[config.mk]
export PLATFORM = sky130hd
export DESIGN_NAME = serial_regfile
export DESIGN_NICKNAME = d
export VERILOG_FILES = /design/src/rtl/srf_pkg.sv /design/src/rtl/srf_bram.sv /design/src/rtl/srf_sequencer.sv /design/src/rtl/srf_op_latch.sv /design/src/rtl/srf_result_hold.sv /design/src/rtl/serial_regfile.sv
export SDC_FILE = /design/constraint.sdc
export NUM_CORES = 2
export LEC_CHECK = 0
export ABC_AREA = 1
export BUFFER_PORTS_ARGS = -buffer_cell sky130_fd_sc_hd__buf_4
export CAP_MARGIN = 20
export CORE_ASPECT_RATIO = 0.9
export CORE_MARGIN = 10
export CORE_UTILIZATION = 52
export DETAILED_ROUTE_END_ITERATION = 7
export PLACE_DENSITY = 0.68
export REMOVE_ABC_BUFFERS = 1
export SETUP_SLACK_MARGIN = 0.02
export SYNTH_ARGS = -nofsm -noshare
export SYNTH_HDL_FRONTEND = slang
export SYNTH_SLANG_ARGS = --single-unit
[constraint.sdc]
create_clock -name clk -period 5.8 [get_ports clk]
set_input_delay 0.29 -clock clk [delete_from_list [all_inputs] [get_ports clk]]
set_output_delay 0.29 -clock clk [all_outputs]
set_load 0.01 [all_outputs]
[src/rtl/srf_pkg.sv]
// Package: shared types for the serialized register file.
// Assumes: the fixed three-step schedule below is the only schedule.
package srf_pkg;

    // Steps of one model cycle on the single memory port.
    typedef enum logic [1:0] {
        STEP_IDLE   = 2'd0,  // waiting for a start
        STEP_RD_A   = 2'd1,  // issue first read
        STEP_RD_B   = 2'd2,  // issue second read, perform first write
        STEP_WR_B   = 2'd3   // perform second write, results valid
    } step_e;

    // Fast clocks spent per model cycle.
    localparam int unsigned STEPS_PER_MODEL_CYCLE = 3;

endpackage

[src/rtl/srf_bram.sv]
// Module: srf_bram
// One-read one-write synchronous memory. The read is registered and returns
// the contents from before a write to the same address on the same edge.
// Assumes: the contents are not reset and come up undefined.
module srf_bram #(
    parameter int unsigned DATA_W = 32,
    parameter int unsigned ADDR_W = 5
) (
    input  logic              clk,
    input  logic              rd_en,
    input  logic [ADDR_W-1:0] rd_addr,
    output logic [DATA_W-1:0] rd_q,
    input  logic              wr_en,
    input  logic [ADDR_W-1:0] wr_addr,
    input  logic [DATA_W-1:0] wr_data
);
    localparam int unsigned DEPTH = 1 << ADDR_W;

    logic [DATA_W-1:0] mem [DEPTH];

    // Read and write the array on one edge; the nonblocking read sees the old word.
    always_ff @(posedge clk) begin
        if (wr_en) begin
            mem[wr_addr] <= wr_data;
        end
        if (rd_en) begin
            rd_q <= mem[rd_addr];
        end
    end

endmodule

[src/rtl/srf_sequencer.sv]
// Module: srf_sequencer
// Steps through the three fast cycles of one model cycle and decodes the
// memory-port controls for each step. Accepts a new start when idle or on
// the final step, so model cycles can run back to back.
// Assumes: start is sampled only when ready is high.
module srf_sequencer
    import srf_pkg::*;
(
    input  logic clk,
    input  logic rst_n,
    input  logic start,
    output logic ready,
    output logic accept,
    output logic rd_en,
    output logic rd_sel_b,
    output logic wr_en,
    output logic wr_sel_b,
    output logic cap_a,
    output logic b_live,
    output logic done
);
    step_e step_q, step_d;

    // Decode handshake and port controls from the current step.
    always_comb begin
        ready    = (step_q == STEP_IDLE) || (step_q == STEP_WR_B);
        accept   = start && ready;
        rd_en    = (step_q == STEP_RD_A) || (step_q == STEP_RD_B);
        rd_sel_b = (step_q == STEP_RD_B);
        wr_en    = (step_q == STEP_RD_B) || (step_q == STEP_WR_B);
        wr_sel_b = (step_q == STEP_WR_B);
        cap_a    = (step_q == STEP_RD_B);
        b_live   = (step_q == STEP_WR_B);
        done     = (step_q == STEP_WR_B);
    end

    // Select the following step.
    always_comb begin
        unique case (step_q)
            STEP_IDLE: step_d = accept ? STEP_RD_A : STEP_IDLE;
            STEP_RD_A: step_d = STEP_RD_B;
            STEP_RD_B: step_d = STEP_WR_B;
            STEP_WR_B: step_d = accept ? STEP_RD_A : STEP_IDLE;
            default:   step_d = STEP_IDLE;
        endcase
    end

    // Advance the step register.
    always_ff @(posedge clk) begin
        if (!rst_n) begin
            step_q <= STEP_IDLE;
        end else begin
            step_q <= step_d;
        end
    end

endmodule

[src/rtl/srf_op_latch.sv]
// Module: srf_op_latch
// Captures the four port requests on an accepted start and steers the one
// that the current step needs onto the memory address and data lines.
// Assumes: inputs need only be valid on the accepting edge.
module srf_op_latch #(
    parameter int unsigned DATA_W = 32,
    parameter int unsigned ADDR_W = 5
) (
    input  logic              clk,
    input  logic              rst_n,
    input  logic              accept,
    input  logic [ADDR_W-1:0] rd_idx_a,
    input  logic [ADDR_W-1:0] rd_idx_b,
    input  logic [ADDR_W-1:0] wr_idx_a,
    input  logic [DATA_W-1:0] wr_data_a,
    input  logic [ADDR_W-1:0] wr_idx_b,
    input  logic [DATA_W-1:0] wr_data_b,
    input  logic              rd_sel_b,
    input  logic              wr_sel_b,
    output logic [ADDR_W-1:0] mem_rd_addr,
    output logic [ADDR_W-1:0] mem_wr_addr,
    output logic [DATA_W-1:0] mem_wr_data
);
    logic [ADDR_W-1:0] ra_q, rb_q, wa_q, wb_q;
    logic [DATA_W-1:0] da_q, db_q;

    // Hold the request for the duration of the model cycle.
    always_ff @(posedge clk) begin
        if (!rst_n) begin
            ra_q <= '0;
            rb_q <= '0;
            wa_q <= '0;
            wb_q <= '0;
            da_q <= '0;
            db_q <= '0;
        end else if (accept) begin
            ra_q <= rd_idx_a;
            rb_q <= rd_idx_b;
            wa_q <= wr_idx_a;
            wb_q <= wr_idx_b;
            da_q <= wr_data_a;
            db_q <= wr_data_b;
        end
    end

    // Steer the port used by the current step onto the memory.
    always_comb begin
        mem_rd_addr = rd_sel_b ? rb_q : ra_q;
        mem_wr_addr = wr_sel_b ? wb_q : wa_q;
        mem_wr_data = wr_sel_b ? db_q : da_q;
    end

endmodule

[src/rtl/srf_result_hold.sv]
// Module: srf_result_hold
// Keeps both read results stable between model cycles. The first result is
// registered one step before done; the second is passed straight from the
// memory on the done step and registered on its closing edge.
// Assumes: the memory output does not change on the done step.
module srf_result_hold #(
    parameter int unsigned DATA_W = 32
) (
    input  logic              clk,
    input  logic              rst_n,
    input  logic [DATA_W-1:0] mem_q,
    input  logic              cap_a,
    input  logic              b_live,
    output logic [DATA_W-1:0] res_a,
    output logic [DATA_W-1:0] res_b
);
    logic [DATA_W-1:0] hold_a_q, hold_b_q;

    // Capture each result at the end of the step that presents it.
    always_ff @(posedge clk) begin
        if (!rst_n) begin
            hold_a_q <= '0;
            hold_b_q <= '0;
        end else begin
            if (cap_a) begin
                hold_a_q <= mem_q;
            end
            if (b_live) begin
                hold_b_q <= mem_q;
            end
        end
    end

    // Present the held values, bypassing the second one on the done step.
    always_comb begin
        res_a = hold_a_q;
        res_b = b_live ? mem_q : hold_b_q;
    end

endmodule

[src/rtl/serial_regfile.sv]
// Module: serial_regfile
// Two-read two-write register file built on one 1R/1W memory. Each model
// cycle takes three fast clocks: read A; read B with write A; write B with
// done. Reads see pre-write contents; write B lands last and wins ties.
// Assumes: the requester holds its inputs valid on the accepting edge only.
module serial_regfile #(
    parameter int unsigned DATA_W = 32,
    parameter int unsigned ADDR_W = 5
) (
    input  logic              clk,
    input  logic              rst_n,
    input  logic              op_start,
    output logic              op_ready,
    input  logic [ADDR_W-1:0] rd_idx_a,
    input  logic [ADDR_W-1:0] rd_idx_b,
    input  logic [ADDR_W-1:0] wr_idx_a,
    input  logic [DATA_W-1:0] wr_data_a,
    input  logic [ADDR_W-1:0] wr_idx_b,
    input  logic [DATA_W-1:0] wr_data_b,
    output logic [DATA_W-1:0] rd_data_a,
    output logic [DATA_W-1:0] rd_data_b,
    output logic              op_done
);
    logic              accept, rd_en, rd_sel_b, wr_en, wr_sel_b, cap_a, b_live;
    logic [ADDR_W-1:0] mem_rd_addr, mem_wr_addr;
    logic [DATA_W-1:0] mem_wr_data, mem_q;

    srf_sequencer u_seq (
        .clk      (clk),
        .rst_n    (rst_n),
        .start    (op_start),
        .ready    (op_ready),
        .accept   (accept),
        .rd_en    (rd_en),
        .rd_sel_b (rd_sel_b),
        .wr_en    (wr_en),
        .wr_sel_b (wr_sel_b),
        .cap_a    (cap_a),
        .b_live   (b_live),
        .done     (op_done)
    );

    srf_op_latch #(.DATA_W(DATA_W), .ADDR_W(ADDR_W)) u_ops (
        .clk         (clk),
        .rst_n       (rst_n),
        .accept      (accept),
        .rd_idx_a    (rd_idx_a),
        .rd_idx_b    (rd_idx_b),
        .wr_idx_a    (wr_idx_a),
        .wr_data_a   (wr_data_a),
        .wr_idx_b    (wr_idx_b),
        .wr_data_b   (wr_data_b),
        .rd_sel_b    (rd_sel_b),
        .wr_sel_b    (wr_sel_b),
        .mem_rd_addr (mem_rd_addr),
        .mem_wr_addr (mem_wr_addr),
        .mem_wr_data (mem_wr_data)
    );

    srf_bram #(.DATA_W(DATA_W), .ADDR_W(ADDR_W)) u_mem (
        .clk     (clk),
        .rd_en   (rd_en),
        .rd_addr (mem_rd_addr),
        .rd_q    (mem_q),
        .wr_en   (wr_en),
        .wr_addr (mem_wr_addr),
        .wr_data (mem_wr_data)
    );

    srf_result_hold #(.DATA_W(DATA_W)) u_res (
        .clk    (clk),
        .rst_n  (rst_n),
        .mem_q  (mem_q),
        .cap_a  (cap_a),
        .b_live (b_live),
        .res_a  (rd_data_a),
        .res_b  (rd_data_b)
    );

endmodule

==> run summary <==
The flow ran to the end, and the final reports show no timing, DRC or antenna violations. The placement row count was 110. The worst clock skew was 0.03819 ns; the final-layout setup total negative slack was 0 ns. The logs give 0 for the sum of overflow across all layers after global routing and 12730 um2 for the multi-input combinational cell area.

The synthesized-area fraction occupied by ao, oa, aoi and oai cells is 1.592%. The net count of the finished layout is 5406. Routability-driven placement finished with a final weighted congestion of 0.8176. The met2 wirelength from detailed routing came out at 69660 um. The worst path required time is 6.20 ns, and the share of synthesized cell area in full adder, half adder and majority cells is 0.07214%. The setup check on the worst reg-to-reg path leaves a slack of 1.35 ns.

Most common cell after layout, fill and taps aside: nand3_1. The portion of synthesized area spent on multiplexers is 0%. The synthesis-to-finish area growth was 15.29%; the depth of the worst register-to-register path was 7.

Of all flip-flops after synthesis, the portion carrying an async set or reset was 0%. The share of the clock period used by the worst path came out at 76.71%. The tree built by TritonCTS fans out to 1206 sinks. The run gives 0.02535 uW as the total leakage power. The kind of cell with the highest combined delay along the critical path is simple AND/OR/NAND/NOR gates. Entering global routing, the biggest net connects 185 pins. The detailed router finished its first iteration with 4737 violations. The detailed router placed 37632 vias in this run.

Sorting the synthesized cells by area gives the leading types as edfxtp_1 61%, nand3_1 11%, nand2_1 7.5%. In this run the remaining antenna-violating nets after routing total 0. Worst hold path depth: 3.

The tools report the root buffer selected by CTS as clkbuf_16. Together, buffers and inverters on the worst path number 2. For the initial antenna violation count, the log shows 0.

The tools report the kind of start point of the critical path as a register. The first global-routing pass estimated 225100 um of wire. The tools report the end point of the most critical hold path as u_ops.da_q[31]$_SDFFE_PN0P_. In the routed design, unresolved DRC markers number 0.

Setup violations remaining at the end of the flow were counted as 0. The total of buffers placed on input and output ports is 152. Setup repair after global routing left no endpoint under its margin.

The worst setup path startpoint is u_seq.step_q[0]$_SDFF_PN0_. STA puts the critical path data arrival time at 4.85 ns. For the Yosys warning count, the log shows 0.

The pin slew with the least headroom to its limit is 1.130 ns. The critical path goes through ha_4 > clkinv_2 > or2_2 > o21ai_0 > nand3_1 > nor2_4 > buf_4. A synthesized cell averages 10.08 um2. Share of post-route cells with drive strength above 1: 9.212%.

Terminus of the critical flop-to-flop path: u_mem.mem[8][18]$_DFFE_PP_. The area fraction of the dominant cell type after synthesis was 60.94%; the floorplan die height was 320.1 um. Synthesis produced a netlist whose cell count is 5160. For the worst-skew pair, the clock arrives at the later sink with an insertion delay of 0.72 ns. Once layout is complete, the utilization of the core stands at 60.20%. Top routing layer in use: met4. After layout, the design draws a total of 25280 uW. Dividing the detail-routed wire length by the instance count gives 22.41 um.

The tools report the synthesized area as 52030 um2. The ratio of routed vias to standard cells works out to 5.564. For the routed length on met1, the log shows 60980 um. The library cells used most frequently in the layout, excluding fill and tap cells, are 1124 x nand3_1, 1056 x edfxtp_1, 1038 x nand2_1. The worst pin sits at a relative slew slack of 24.67%. For the final cell count without fillers, the log shows 6763. In this run, CTS created clock tree buffers numbering 118. The max-cap check violation count is 0. TritonCTS built the clock tree.

The post-synthesis register bit count works out to 1206. By startpoint and endpoint, the worst setup path is classified as reg2reg. Most used flip-flop cell after synthesis: edfxtp_1. The H-tree was split into 3 levels. The total count of hold-check failures in the final report was 0; the maximum fanout along the worst path was 30. The routed design has 151500 um of wire. The floorplan step defined a die boundary enclosing 113100 um2. 153 I/O pins were placed. For the starting density of the core, the log shows 52.22%.

For the finished layout, the period the worst path requires is 4.449 ns. Registers take 34710 um2. The worst setup path is captured at a register. The number of optimization iterations in the first detailed-route pass is 6. After synthesis, the largest family of logic cells by area is simple AND/OR/NAND/NOR gates. Final number of max-transition violations: 0. The slowest stage of the critical path is the nor2_4 cell.

The synthesized netlist contains 23 unique library cells. The logs give 79960 um for the placed wire-length estimate after detailed placement and 0.0003198 V for the maximum vdd drop. The startpoint identified for the worst register-to-register timing path is u_seq.step_q[0]$_SDFF_PN0_. The xor and xnor area share after synthesis was 0%; the area fraction in and, or, nand and nor cells after synthesis was 22.12%.

Static timing analysis puts the maximum clock frequency at 224.8 MHz. The routed design uses 15650 um of met3 wire. The tools report the startpoint of the worst hold path as rst_n.

No sink is reached through more buffers than the 3 on the longest clock path. The width of the chip was 353.4 um; the sequential cell area fraction in the yosys report was 66.71%. The total area inside the core boundary comes to 99650 um2. Clock-pin slew was measured on the worst setup and hold paths at 0.07 ns. The logs give 7971 for the count of fill cells added during filler insertion and 6441 for the number of placed instances with taps included. In this run, synthesis inferred 1056 flip-flops with an integrated enable. For this run, the slowest stage of the critical path takes 1.08 ns. Library cell with the largest summed area after synthesis: edfxtp_1.

The path class of the tightest hold or removal check is in2reg. Number of global-route vias before repair: 35822. Global routing used 26.03% of the available tracks across all layers. The total power per unit cell area was 421.4 nW/um2.
==> area by class of cell <==
type                            instances  share of cell area [%]
Multi-Input combinational cell       2726                   21.22
Clock buffer                          153                   5.481
Antenna cell                            2                0.008343
Inverter                              919                   5.769
Clock inverter                         68                   1.156
Timing Repair Buffer                  345                   5.690
Sequential cell                      1206                   57.87
Tap cell                             1344                   2.803
==> per-layer routing <==
metal / track usage, % / up-vias
li1: - / 17241
met1: 35.41 / 18064
met2: 41.64 / 2028
met3: 4.807 / 299
met4: 9.503 / 0
met5: 0 / -
==> worst max path at each step <==
stage,slack (ns),endpoint,depth (start not counted)
after global placement,1.50,u_mem.mem[21][13]$_DFFE_PP_,7
after floorplan,-8.45,u_mem.rd_q[11]$_DFFE_PP_,11
after global routing,1.30,u_mem.mem[8][27]$_DFFE_PP_,7
final,1.35,u_mem.mem[8][18]$_DFFE_PP_,7
after detailed placement,1.50,u_mem.mem[12][10]$_DFFE_PP_,7
after CTS,1.46,u_mem.mem[12][13]$_DFFE_PP_,7
==> power breakdown <==
group	switching (uW)	leakage, uW	internal, uW
registers	245	0.0109	10500
clock network	3310	0.00196	4600
logic	4810	0.0125	1860
total	8360	0.0254	16900
==> synth_stat cells, types with 12 or more instances <==
cell,number
nand3_1,1124
dfxtp_1,150
buf_2,167
buf_1,12
buf_4,19
inv_1,915
clkbuf_1,104
o21ai_0,122
nand2_1,1043
nand3b_1,128
nor2_1,257
edfxtp_1,1056
a21oi_1,39
==> tightest hold or removal path, stage by stage <==
cell and delay (ns):
buf_4 0.26, o21ai_0 0.14, nor2_1 0.04
==> cells by family (layout without fill, tap and decap cells) <==
logic type | Yosys count | after routing
buffers and inverters | 1228 | 1485
adders and majority gates | 3 | 3
and+or+nand+nor | 2558 | 2558
other | 0 | 2
AOI/OAI and AO/OA | 165 | 165
DFF | 1206 | 1206
==> what timing repair did <==
item	in CTS	in global routing
hold buffers	83	0
hold endpoints to repair	83	0
gates resized for setup	0	0
buffers inserted	0	0
==> sequential cells by signal (all words and copies together) (netlist names) <==
| name | count |
|---|---|
| u_mem.mem | 1024 |
| u_mem.rd_q | 32 |
| u_ops.da_q | 32 |
| u_ops.db_q | 32 |
| u_res.hold_b_q | 32 |
| u_res.res_a | 32 |
| u_ops.ra_q | 5 |
| u_ops.rb_q | 5 |
| u_ops.wa_q | 5 |
| u_ops.wb_q | 5 |
| u_seq.step_q | 2 |
==> through the flow <==
step | instance area [um2] | setup WS (ns) | hold slack, ns
after detailed placement | 54760 | 1.496 | 0.4389
final | 59990 | 1.351 | 0.08689
after global routing | 59980 | 1.299 | 0.08464
after floorplan | 50540 | -8.453 | 0.4238
after CTS | 59570 | 1.459 | 0.05108
after global placement | 54510 | 1.503 | 0.4384
Power figures use the tool's default switching activity.
